==> src/rtl/rtu_pkg.sv <==
package rtu_pkg;

    localparam logic [15:0] CRC_SEED = 16'hFFFF;
    localparam logic [15:0] CRC_POLY = 16'hA001;

    typedef logic [7:0] byte_t;

    // One byte through the reflected CRC-16: xor into the low byte, eight right shifts.
    function automatic logic [15:0] crc16_byte(input logic [15:0] crc_in, input byte_t b);
        logic [15:0] c;
        c = crc_in ^ {8'h00, b};
        for (int i = 0; i < 8; i++) begin
            if (c[0]) c = (c >> 1) ^ CRC_POLY;
            else      c = c >> 1;
        end
        return c;
    endfunction

endpackage

==> src/rtl/rtu_crc16.sv <==
module rtu_crc16
    import rtu_pkg::*;
(
    input  logic        clk,
    input  logic        rst_n,
    input  logic        init,
    input  logic        valid,
    input  byte_t       data,
    output logic [15:0] crc
);

    typedef struct packed {
        logic [15:0] crc;
    } crc_st_t;

    crc_st_t st_d, st_q;
    logic [15:0] base;

    always_comb begin
        base     = init ? CRC_SEED : st_q.crc;
        st_d.crc = valid ? crc16_byte(base, data) : base;
    end

    always_ff @(posedge clk) begin
        if (!rst_n) st_q.crc <= CRC_SEED;
        else        st_q     <= st_d;
    end

    assign crc = st_q.crc;

endmodule

==> src/rtl/rtu_gap_timer.sv <==
module rtu_gap_timer #(
    parameter int GAP_CYC = 7000
) (
    input  logic clk,
    input  logic rst_n,
    input  logic strobe,
    output logic expire
);

    localparam int CW = $clog2(GAP_CYC + 1);

    typedef struct packed {
        logic [CW-1:0] idle;
    } gap_st_t;

    gap_st_t st_d, st_q;

    always_comb begin
        st_d   = st_q;
        expire = 1'b0;
        if (strobe) begin
            st_d.idle = '0;
        end else if (st_q.idle != CW'(GAP_CYC)) begin
            st_d.idle = st_q.idle + 1'b1;
            if (st_q.idle == CW'(GAP_CYC - 1)) expire = 1'b1;
        end
    end

    always_ff @(posedge clk) begin
        if (!rst_n) st_q.idle <= CW'(GAP_CYC);
        else        st_q      <= st_d;
    end

    // A character restarts the silence count, so no expiry can follow it directly.
    assert_strobe_restarts_R2: assert property (@(posedge clk) disable iff (!rst_n)
        strobe |=> !expire);

endmodule

==> src/rtl/rtu_tx_append.sv <==
module rtu_tx_append
    import rtu_pkg::*;
(
    input  logic  clk,
    input  logic  rst_n,
    input  logic  tx_stb,
    input  byte_t tx_byte,
    input  logic  tx_close,
    output logic  line_stb,
    output byte_t line_byte
);

    typedef struct packed {
        logic  hi;
        logic  stb;
        byte_t data;
    } tx_st_t;

    tx_st_t st_d, st_q;
    logic [15:0] crc;
    logic        crc_take;

    always_comb begin
        st_d     = st_q;
        st_d.stb = 1'b0;
        st_d.hi  = 1'b0;
        crc_take = 1'b0;
        if (st_q.hi) begin
            st_d.stb  = 1'b1;
            st_d.data = crc[15:8];
        end else if (tx_close) begin
            st_d.stb  = 1'b1;
            st_d.data = crc[7:0];
            st_d.hi   = 1'b1;
        end else if (tx_stb) begin
            st_d.stb  = 1'b1;
            st_d.data = tx_byte;
            crc_take  = 1'b1;
        end
    end

    always_ff @(posedge clk) begin
        if (!rst_n) st_q <= '0;
        else        st_q <= st_d;
    end

    rtu_crc16 u_crc (
        .clk   (clk),
        .rst_n (rst_n),
        .init  (st_q.hi),
        .valid (crc_take),
        .data  (tx_byte),
        .crc   (crc)
    );

    assign line_stb  = st_q.stb;
    assign line_byte = st_q.data;

    assert_close_low_first_R8: assert property (@(posedge clk) disable iff (!rst_n)
        (tx_close && !st_q.hi) |=> (line_stb && st_q.hi));

    assert_high_follows_R9: assert property (@(posedge clk) disable iff (!rst_n)
        st_q.hi |=> (line_stb && !st_q.hi));

endmodule

==> src/rtl/rtu_framer.sv <==
module rtu_framer
    import rtu_pkg::*;
#(
    parameter int CHAR_CYCLES = 2000
) (
    input  logic       clk,
    input  logic       rst_n,
    input  logic       rx_stb,
    input  logic [7:0] rx_byte,
    output logic       pay_stb,
    output logic [7:0] pay_byte,
    output logic       frm_done,
    output logic       frm_good,
    input  logic       tx_stb,
    input  logic [7:0] tx_byte,
    input  logic       tx_close,
    output logic       line_stb,
    output logic [7:0] line_byte
);

    localparam int HALF_CYC  = CHAR_CYCLES / 2;
    localparam int GAP_CYC   = 7 * HALF_CYC;
    localparam int MIN_FRAME = 4;
    localparam int CNT_W     = $clog2(MIN_FRAME + 1);

    typedef struct packed {
        logic             in_frame;
        logic [CNT_W-1:0] cnt;
        byte_t            hold_old;
        byte_t            hold_new;
        logic             pay_stb;
        byte_t            pay_byte;
        logic             done;
        logic             good;
    } rx_st_t;

    rx_st_t      st_d, st_q;
    logic        gap_expire;
    logic        start;
    logic [15:0] rx_crc;

    rtu_gap_timer #(.GAP_CYC(GAP_CYC)) u_gap (
        .clk    (clk),
        .rst_n  (rst_n),
        .strobe (rx_stb),
        .expire (gap_expire)
    );

    assign start = rx_stb && !st_q.in_frame;

    rtu_crc16 u_rx_crc (
        .clk   (clk),
        .rst_n (rst_n),
        .init  (start),
        .valid (rx_stb),
        .data  (rx_byte),
        .crc   (rx_crc)
    );

    always_comb begin
        st_d         = st_q;
        st_d.pay_stb = 1'b0;
        st_d.done    = 1'b0;
        st_d.good    = 1'b0;
        if (rx_stb) begin
            st_d.in_frame = 1'b1;
            if (start) begin
                st_d.cnt      = CNT_W'(1);
                st_d.hold_new = rx_byte;
            end else begin
                if (st_q.cnt >= CNT_W'(2)) begin
                    st_d.pay_stb  = 1'b1;
                    st_d.pay_byte = st_q.hold_old;
                end
                st_d.hold_old = st_q.hold_new;
                st_d.hold_new = rx_byte;
                if (st_q.cnt != CNT_W'(MIN_FRAME)) st_d.cnt = st_q.cnt + 1'b1;
            end
        end else if (gap_expire && st_q.in_frame) begin
            st_d.in_frame = 1'b0;
            st_d.done     = 1'b1;
            st_d.good     = (rx_crc == 16'h0000) && (st_q.cnt >= CNT_W'(MIN_FRAME));
        end
    end

    always_ff @(posedge clk) begin
        if (!rst_n) st_q <= '0;
        else        st_q <= st_d;
    end

    assign pay_stb  = st_q.pay_stb;
    assign pay_byte = st_q.pay_byte;
    assign frm_done = st_q.done;
    assign frm_good = st_q.good;

    rtu_tx_append u_tx (
        .clk       (clk),
        .rst_n     (rst_n),
        .tx_stb    (tx_stb),
        .tx_byte   (tx_byte),
        .tx_close  (tx_close),
        .line_stb  (line_stb),
        .line_byte (line_byte)
    );

    assert_done_single_R2: assert property (@(posedge clk) disable iff (!rst_n)
        frm_done |=> !frm_done);

    assert_char_blocks_close_R2: assert property (@(posedge clk) disable iff (!rst_n)
        rx_stb |=> !frm_done);

    assert_good_needs_done_R7: assert property (@(posedge clk) disable iff (!rst_n)
        !frm_done |-> !frm_good);

    assert_payload_after_char_R6: assert property (@(posedge clk) disable iff (!rst_n)
        pay_stb |-> $past(rx_stb));

endmodule

==> config.mk <==
export PLATFORM = sky130hd
export DESIGN_NAME = rtu_framer
export DESIGN_NICKNAME = d
export VERILOG_FILES = /design/src/rtl/rtu_pkg.sv /design/src/rtl/rtu_crc16.sv /design/src/rtl/rtu_gap_timer.sv /design/src/rtl/rtu_tx_append.sv /design/src/rtl/rtu_framer.sv
export SDC_FILE = /design/constraint.sdc
export NUM_CORES = 1
export LEC_CHECK = 0
export BUFFER_PORTS_ARGS = -buffer_cell sky130_fd_sc_hd__buf_4
export CORE_MARGIN = 5
export CORE_UTILIZATION = 30
export DETAILED_ROUTE_END_ITERATION = 6
export PLACE_DENSITY_LB_ADDON = 0.2
export SLEW_MARGIN = 20
export SYNTH_ARGS = -nofsm -noshare
export SYNTH_HDL_FRONTEND = slang
export SYNTH_HIERARCHICAL = 1
export SYNTH_SLANG_ARGS = --single-unit
==> constraint.sdc <==
create_clock -name clk -period 1.8 [get_ports clk]
set_input_delay 0.09 -clock clk [delete_from_list [all_inputs] [get_ports clk]]
set_output_delay 0.09 -clock clk [all_outputs]
set_load 0.01 [all_outputs]
== Yosys cells after proc, flatten, opt, wreduce, memory -nomap -nowiden ==
Cells that the tools add are included.
W data, S select, Z words.

* Input port bits: 21
* Logic and storage cells: 98
* Output and inout bits: 20
* Bits in registers: 86

* Reduce and logical (&&, ||, !) cells: 16
* Mux-type cells: 38
* Eq/ne operators: 3
* Add/subtract/negate cells: 2
* Magnitude comparators: 2
* Bitwise operators: 22

{| class="wikitable"
|+ Operators with widths
! operator !! count
|-
| $mux W16 || 20
|-
| $not A2 Y3 || 16
|-
| $mux W9 || 4
|-
| $xor A16 B8 Y16 || 2
|-
| $mux W13 || 2
|-
| $logic_not A16 Y1 || 1
|-
| $add A13 B1 Y13 const B || 1
|-
| $eq A13 B13 Y1 const B || 1
|-
| $ne A13 B13 Y1 const B || 1
|-
| $mux W1 || 9
|-
| $mux W3 || 2
|-
| $reduce_bool A2 Y1 || 3
|-
| $reduce_or A3 Y1 || 2
|-
| $not A1 Y1 || 4
|-
| $reduce_and A2 Y1 || 2
|-
| $reduce_or A2 Y1 || 2
|-
| $add A3 B1 Y3 const B || 1
|-
| $ge A3 B2 Y1 const B || 1
|-
| $ge A3 B3 Y1 const B || 1
|-
| $logic_and A1 B1 Y1 || 3
|-
| $ne A3 B3 Y1 const B || 1
|-
| $reduce_and A3 Y1 || 1
|-
| $reduce_bool A3 Y1 || 1
|-
| $mux W2 || 1
|-
| $logic_not A1 Y1 || 1
|}

== Longest topological paths before layout ==
* Depth in word-level cells: 21
* Mapped depth: 9
* Gate-level depth less buffers: 7

== Hierarchy ==
Netlist, hierarchy kept.

{| class="wikitable"
|+ By module, submodules not included
! module !! instances !! area each (µm²) !! cells an instance !! seq. area each (µm²)
|-
| rtu_framer || 1 || 1248.7 || 132 || 620.6
|-
| rtu_crc16 (u_rx_crc) || 1 || 944.7 || 113 || 320.3
|-
| rtu_crc16 (u_tx.u_crc) || 1 || 928.4 || 104 || 320.3
|-
| rtu_gap_timer || 1 || 758.2 || 92 || 260.2
|-
| rtu_tx_append || 1 || 541.8 || 54 || 200.2
|}

== Worst setup path after synthesis ==
OpenSTA, ideal clock, no wires.

* Path type: reg2reg
* From: register st_q[30] (netlist name)
* To: register u_rx_crc/crc[0] (netlist name)
* Cell stages (with the launch flop): 9
* Clock period less this slack: 1.993 ns
* Required time: 1.668 ns
* Buffers on the path: 1
* Arrival time: 1.861 ns
* Setup time: 0.132 ns
* Path slack: -0.193 ns
* Cells stage by stage: dfxtp_1 -> buf_4 -> nor2b_1 -> inv_1 -> and3_1 -> a211o_1 -> and4_4 -> a2111oi_0 -> o31ai_1

== Final worst setup path ==
* From: register u_rx_crc/crc[0] (netlist name)
* To: register u_rx_crc/crc[0] (netlist name)

* Longest elaborated chain between the ends: 11

{| class="wikitable"
|+ Ends and longest elaborated chain
! element !! RTL line !! source
|-
| $mux W16 * || rtu_crc16.sv:20 || <nowiki>base = init ? CRC_SEED : st_q.crc;</nowiki>
|-
| $xor A16 B8 Y16 || rtu_pkg.sv:11 || <nowiki>c = crc_in ^ {8'h00, b};</nowiki>
|-
| $mux W16 (8 in a row) || rtu_pkg.sv:13 || <nowiki>if (c[0]) c = (c >> 1) ^ CRC_POLY;</nowiki>
|-
| $mux W16 * || rtu_crc16.sv:21 || <nowiki>st_d.crc = valid ? crc16_byte(base, data) : base;</nowiki>
|}

Every way passes the cells marked *; elsewhere a longest branch is shown, timed or not.
A chain may end at the register's enable or synchronous reset.

==> results.json <==
{
  "min-delay-start": "rx_byte[2]",
  "period_share": 1.06,
  "r2r_slack_ns": -0.11,
  "routed_wl_mm": 10.8,
  "timing.final.crit_period_ns": 1.91,
  "p_leak_nw": 2.23,
  "cts_sinks": 86,
  "setup_slack_ns": -0.113,
  "clk_path_buf_depth": 2,
  "start_util": 0.305,
  "grt_setup_unrepaired": "yes",
  "die_w_um": 131,
  "hpwl_mm": 7.73,
  "final_net_count": 591,
  "setup-violations-final": 2,
  "holdWs_ns": 0.0261,
  "ys_types": 62,
  "place_area_um2": 5140,
  "cts_tree": "built",
  "routed_via_density": 4.89,
  "clk_transition_reported_paths_ns": 0.07,
  "drive_gt1_frac": 0.271,
  "antenna_found_initial": 0,
  "postRouteAntennaNets": 0,
  "cts_root_buffer": "clkbuf_16",
  "fmax_mhz": 523,
  "synth_top_flop_cell": "dfxtp_1",
  "grt_max_degree": 51,
  "power_density_nw_per_um2": 891,
  "vias": 3700,
  "async_flop_share": 0,
  "postLayoutCellArea_um2": 5550,
  "synth-seq-area-share": 0.389,
  "grt_usage": 0.127,
  "p_int_mw": 3.60,
  "synth_fp_nets": 519,
  "core_area_um2": 14500,
  "pwr-share-clk": 0.389,
  "drv_slew": 0,
  "floorplan.die_area_um2": 17300,
  "n_antenna_cell": 0,
  "critical_path.startpoint": "u_rx_crc/crc[0]",
  "worst_slew_pin_slew_ns": 0.599,
  "reg2reg_depth": 6,
  "swShare": 0.271,
  "worstSkewPairLatency_ns": 0.34,
  "setup_tns_ns": -0.146,
  "overflow": 0,
  "syn_area_um2": 4420,
  "yosys.area.top_type_share": 0.389,
  "crit_fanout": 3,
  "die_h_um": 131,
  "grt_pass1_wl_mm": 18.3,
  "combPwrFrac": 0.189,
  "ys_warn_count": 6,
  "first_pass_iters": 4,
  "synth-edff-count": 0,
  "hold_viol": 0,
  "irDropWorstVdd_v": 0.000573,
  "synth_area_leaders": "dfxtp_1 39%, mux2i_1 6.3%, xnor2_1 6.1%, nand2_1 5.9%, buf_4 3.4%",
  "violations": "negative setup slack",
  "design.portCount": 41,
  "startpoint_type": "flop",
  "fin_worst_skew_ns": 0.0102,
  "seq_power_share": 0.422,
  "syn_area_per_cell_um2": 8.93,
  "reg2reg_from": "u_rx_crc/crc[0]",
  "area_growth_syn_to_layout_pct": 25.4,
  "place_congestion": 0.826,
  "critPathCaptureType": "flop",
  "htree_num_levels": 3,
  "cp_data_arrival_time_ns": 2.12,
  "first_iter_violations": 261,
  "maxSlewHeadroom": 0.600,
  "wl_per_cell_um": 14.3,
  "reg2reg_to": "u_rx_crc/crc[0]",
  "critical_path_class": "flop to flop",
  "whs_path_depth": 3,
  "rows": 44,
  "required_ns": 2.01,
  "port_buffers": 40,
  "yosys.area.top_type": "dfxtp_1",
  "p_sw_mw": 1.34,
  "hold_class": "input pin to flop",
  "first_global_vias": 3651,
  "ys_ff_latch": 86,
  "synth_cells": 495,
  "numCtsBuffers": 9,
  "status": "finished, violations left",
  "maxCapViolations": 0,
  "drc": 0,
  "holdPathEnd": "st_q[13]"
}
## worst max path at each step
stage,slack (ns),cells after the start,endpoint
3_5_place_dp,-0.13,6,u_rx_crc/crc[0]
6_report,-0.11,6,u_rx_crc/crc[0]
2_1_floorplan,-0.009,6,u_rx_crc/crc[0]
4_1_cts,-0.10,6,u_rx_crc/crc[0]
5_1_grt,-0.21,7,u_rx_crc/crc[0]
3_3_place_gp,-0.06,6,u_rx_crc/crc[15]
## kinds of logic after synthesis
kind of cell,synth area share
fa+ha+maj,0.00849
simple gates,0.198
xor+xnor,0.109
flops,0.389
buf+inv,0.0699
mux,0.0685
compound gates,0.157
## area by class of cell
type / count / area [um^2]
well taps: 184 / 230
clock inverters: 6 / 68.8
multi-input cells: 357 / 2480
inverters: 14 / 52.6
fillers: 1428 / 8930
clock buffers: 10 / 239
flip-flops and latches: 86 / 1730
repair buffers: 99 / 749
## flip-flops by register name, summed over array words and instances (netlist names)
name,cells
frm_done,1
frm_good,1
pay_byte,8
pay_stb,1
st_q,20
u_gap/st_q,13
u_rx_crc/crc,16
u_tx/line_byte,8
u_tx/line_stb,1
u_tx/st_q,1
u_tx/u_crc/crc,16
## repair_timing
item                                    in CTS  in global routing
setup buffers                                3                  1
gates resized for setup                      1                 15
pin swaps                                    6                  8
hold buffers                                 1                  0
endpoints found under the setup margin       2                  8
endpoints found under the hold margin        1                  0
## placed cells by master (no fill, tap or decap), types with 3 or more instances in the layout
cell	n
dfxtp_1	81
xnor2_2	4
a21oi_1	25
xnor2_1	27
a31oi_1	3
inv_2	3
inv_1	11
or3_1	3
ha_1	3
nor2b_1	6
nand4bb_1	3
or4_1	6
nand3b_1	3
buf_4	97
o211ai_1	5
a21o_1	3
o221ai_2	8
nor2_1	39
o22ai_1	12
clkbuf_16	9
nand2b_1	3
xor2_1	16
dfxtp_2	5
nand3_1	7
nand2_1	69
nor3_1	3
and3_1	4
mux2i_1	28
o21ai_0	23
nand4_1	6
## through the flow
step | worst slack, ns | util | instances | power, mW
finish | -0.113 | 0.383 | 756 | 4.94
global route | -0.207 | 0.383 | 756 | 5.18
CTS | -0.102 | 0.379 | 755 | 4.98
detailed placement | -0.127 | 0.355 | 735 | 3.02
global placement | -0.0634 | 0.355 | 735 | 3.01
floorplan | -0.00926 | - | 495 | 2.72
## power by group through the flow
| stage | registers, mW | clock network [mW] | logic [mW] |
|---|---|---|---|
| global placement | 2.13 | 0 | 0.881 |
| detailed placement | 2.13 | 0 | 0.892 |
| global route | 2.10 | 2.05 | 1.03 |
| floorplan | 2.12 | 0 | 0.602 |
| finish | 2.09 | 1.92 | 0.934 |
| CTS | 2.09 | 1.99 | 0.905 |
## synth_stat cells, drive strengths merged, types with 3 or more instances
| cell | instances |
|---|---|
| nand2 | 70 |
| and2 | 3 |
| or4 | 6 |
| and3 | 4 |
| nor2b | 7 |
| nand2b | 3 |
| nand3 | 8 |
| o221ai | 8 |
| nor4 | 3 |
| o21ai | 24 |
| nand4bb | 3 |
| xor2 | 16 |
| dfxtp | 86 |
| nand4 | 6 |
| o31ai | 3 |
| buf | 32 |
| ha | 3 |
| o211ai | 6 |
| o22ai | 12 |
| xnor2 | 31 |
| a21oi | 27 |
| nor3 | 4 |
| clkbuf | 6 |
| mux2i | 28 |
| a31oi | 3 |
| a21o | 3 |
| nand3b | 3 |
| inv | 14 |
| nor2 | 40 |
| or3 | 5 |
## critical path, stage by stage, from the launching register on
cell	delay [ns]
dfxtp_1	0.33
xnor2_1	0.14
or3_4	0.34
a211o_1	0.33
and4_4	0.22
a2111oi_4	0.32
o31ai_2	0.11
## per-layer routing
metal / up-vias / routed length (um) / track usage
met5: - / 0 / 0
met4: 0 / 199 / 0.0520
met3: 16 / 449 / 0.0279
met2: 61 / 4870 / 0.192
met1: 1747 / 5300 / 0.174
li1: 1876 / - / -
(Power assumes the default switching activity.)
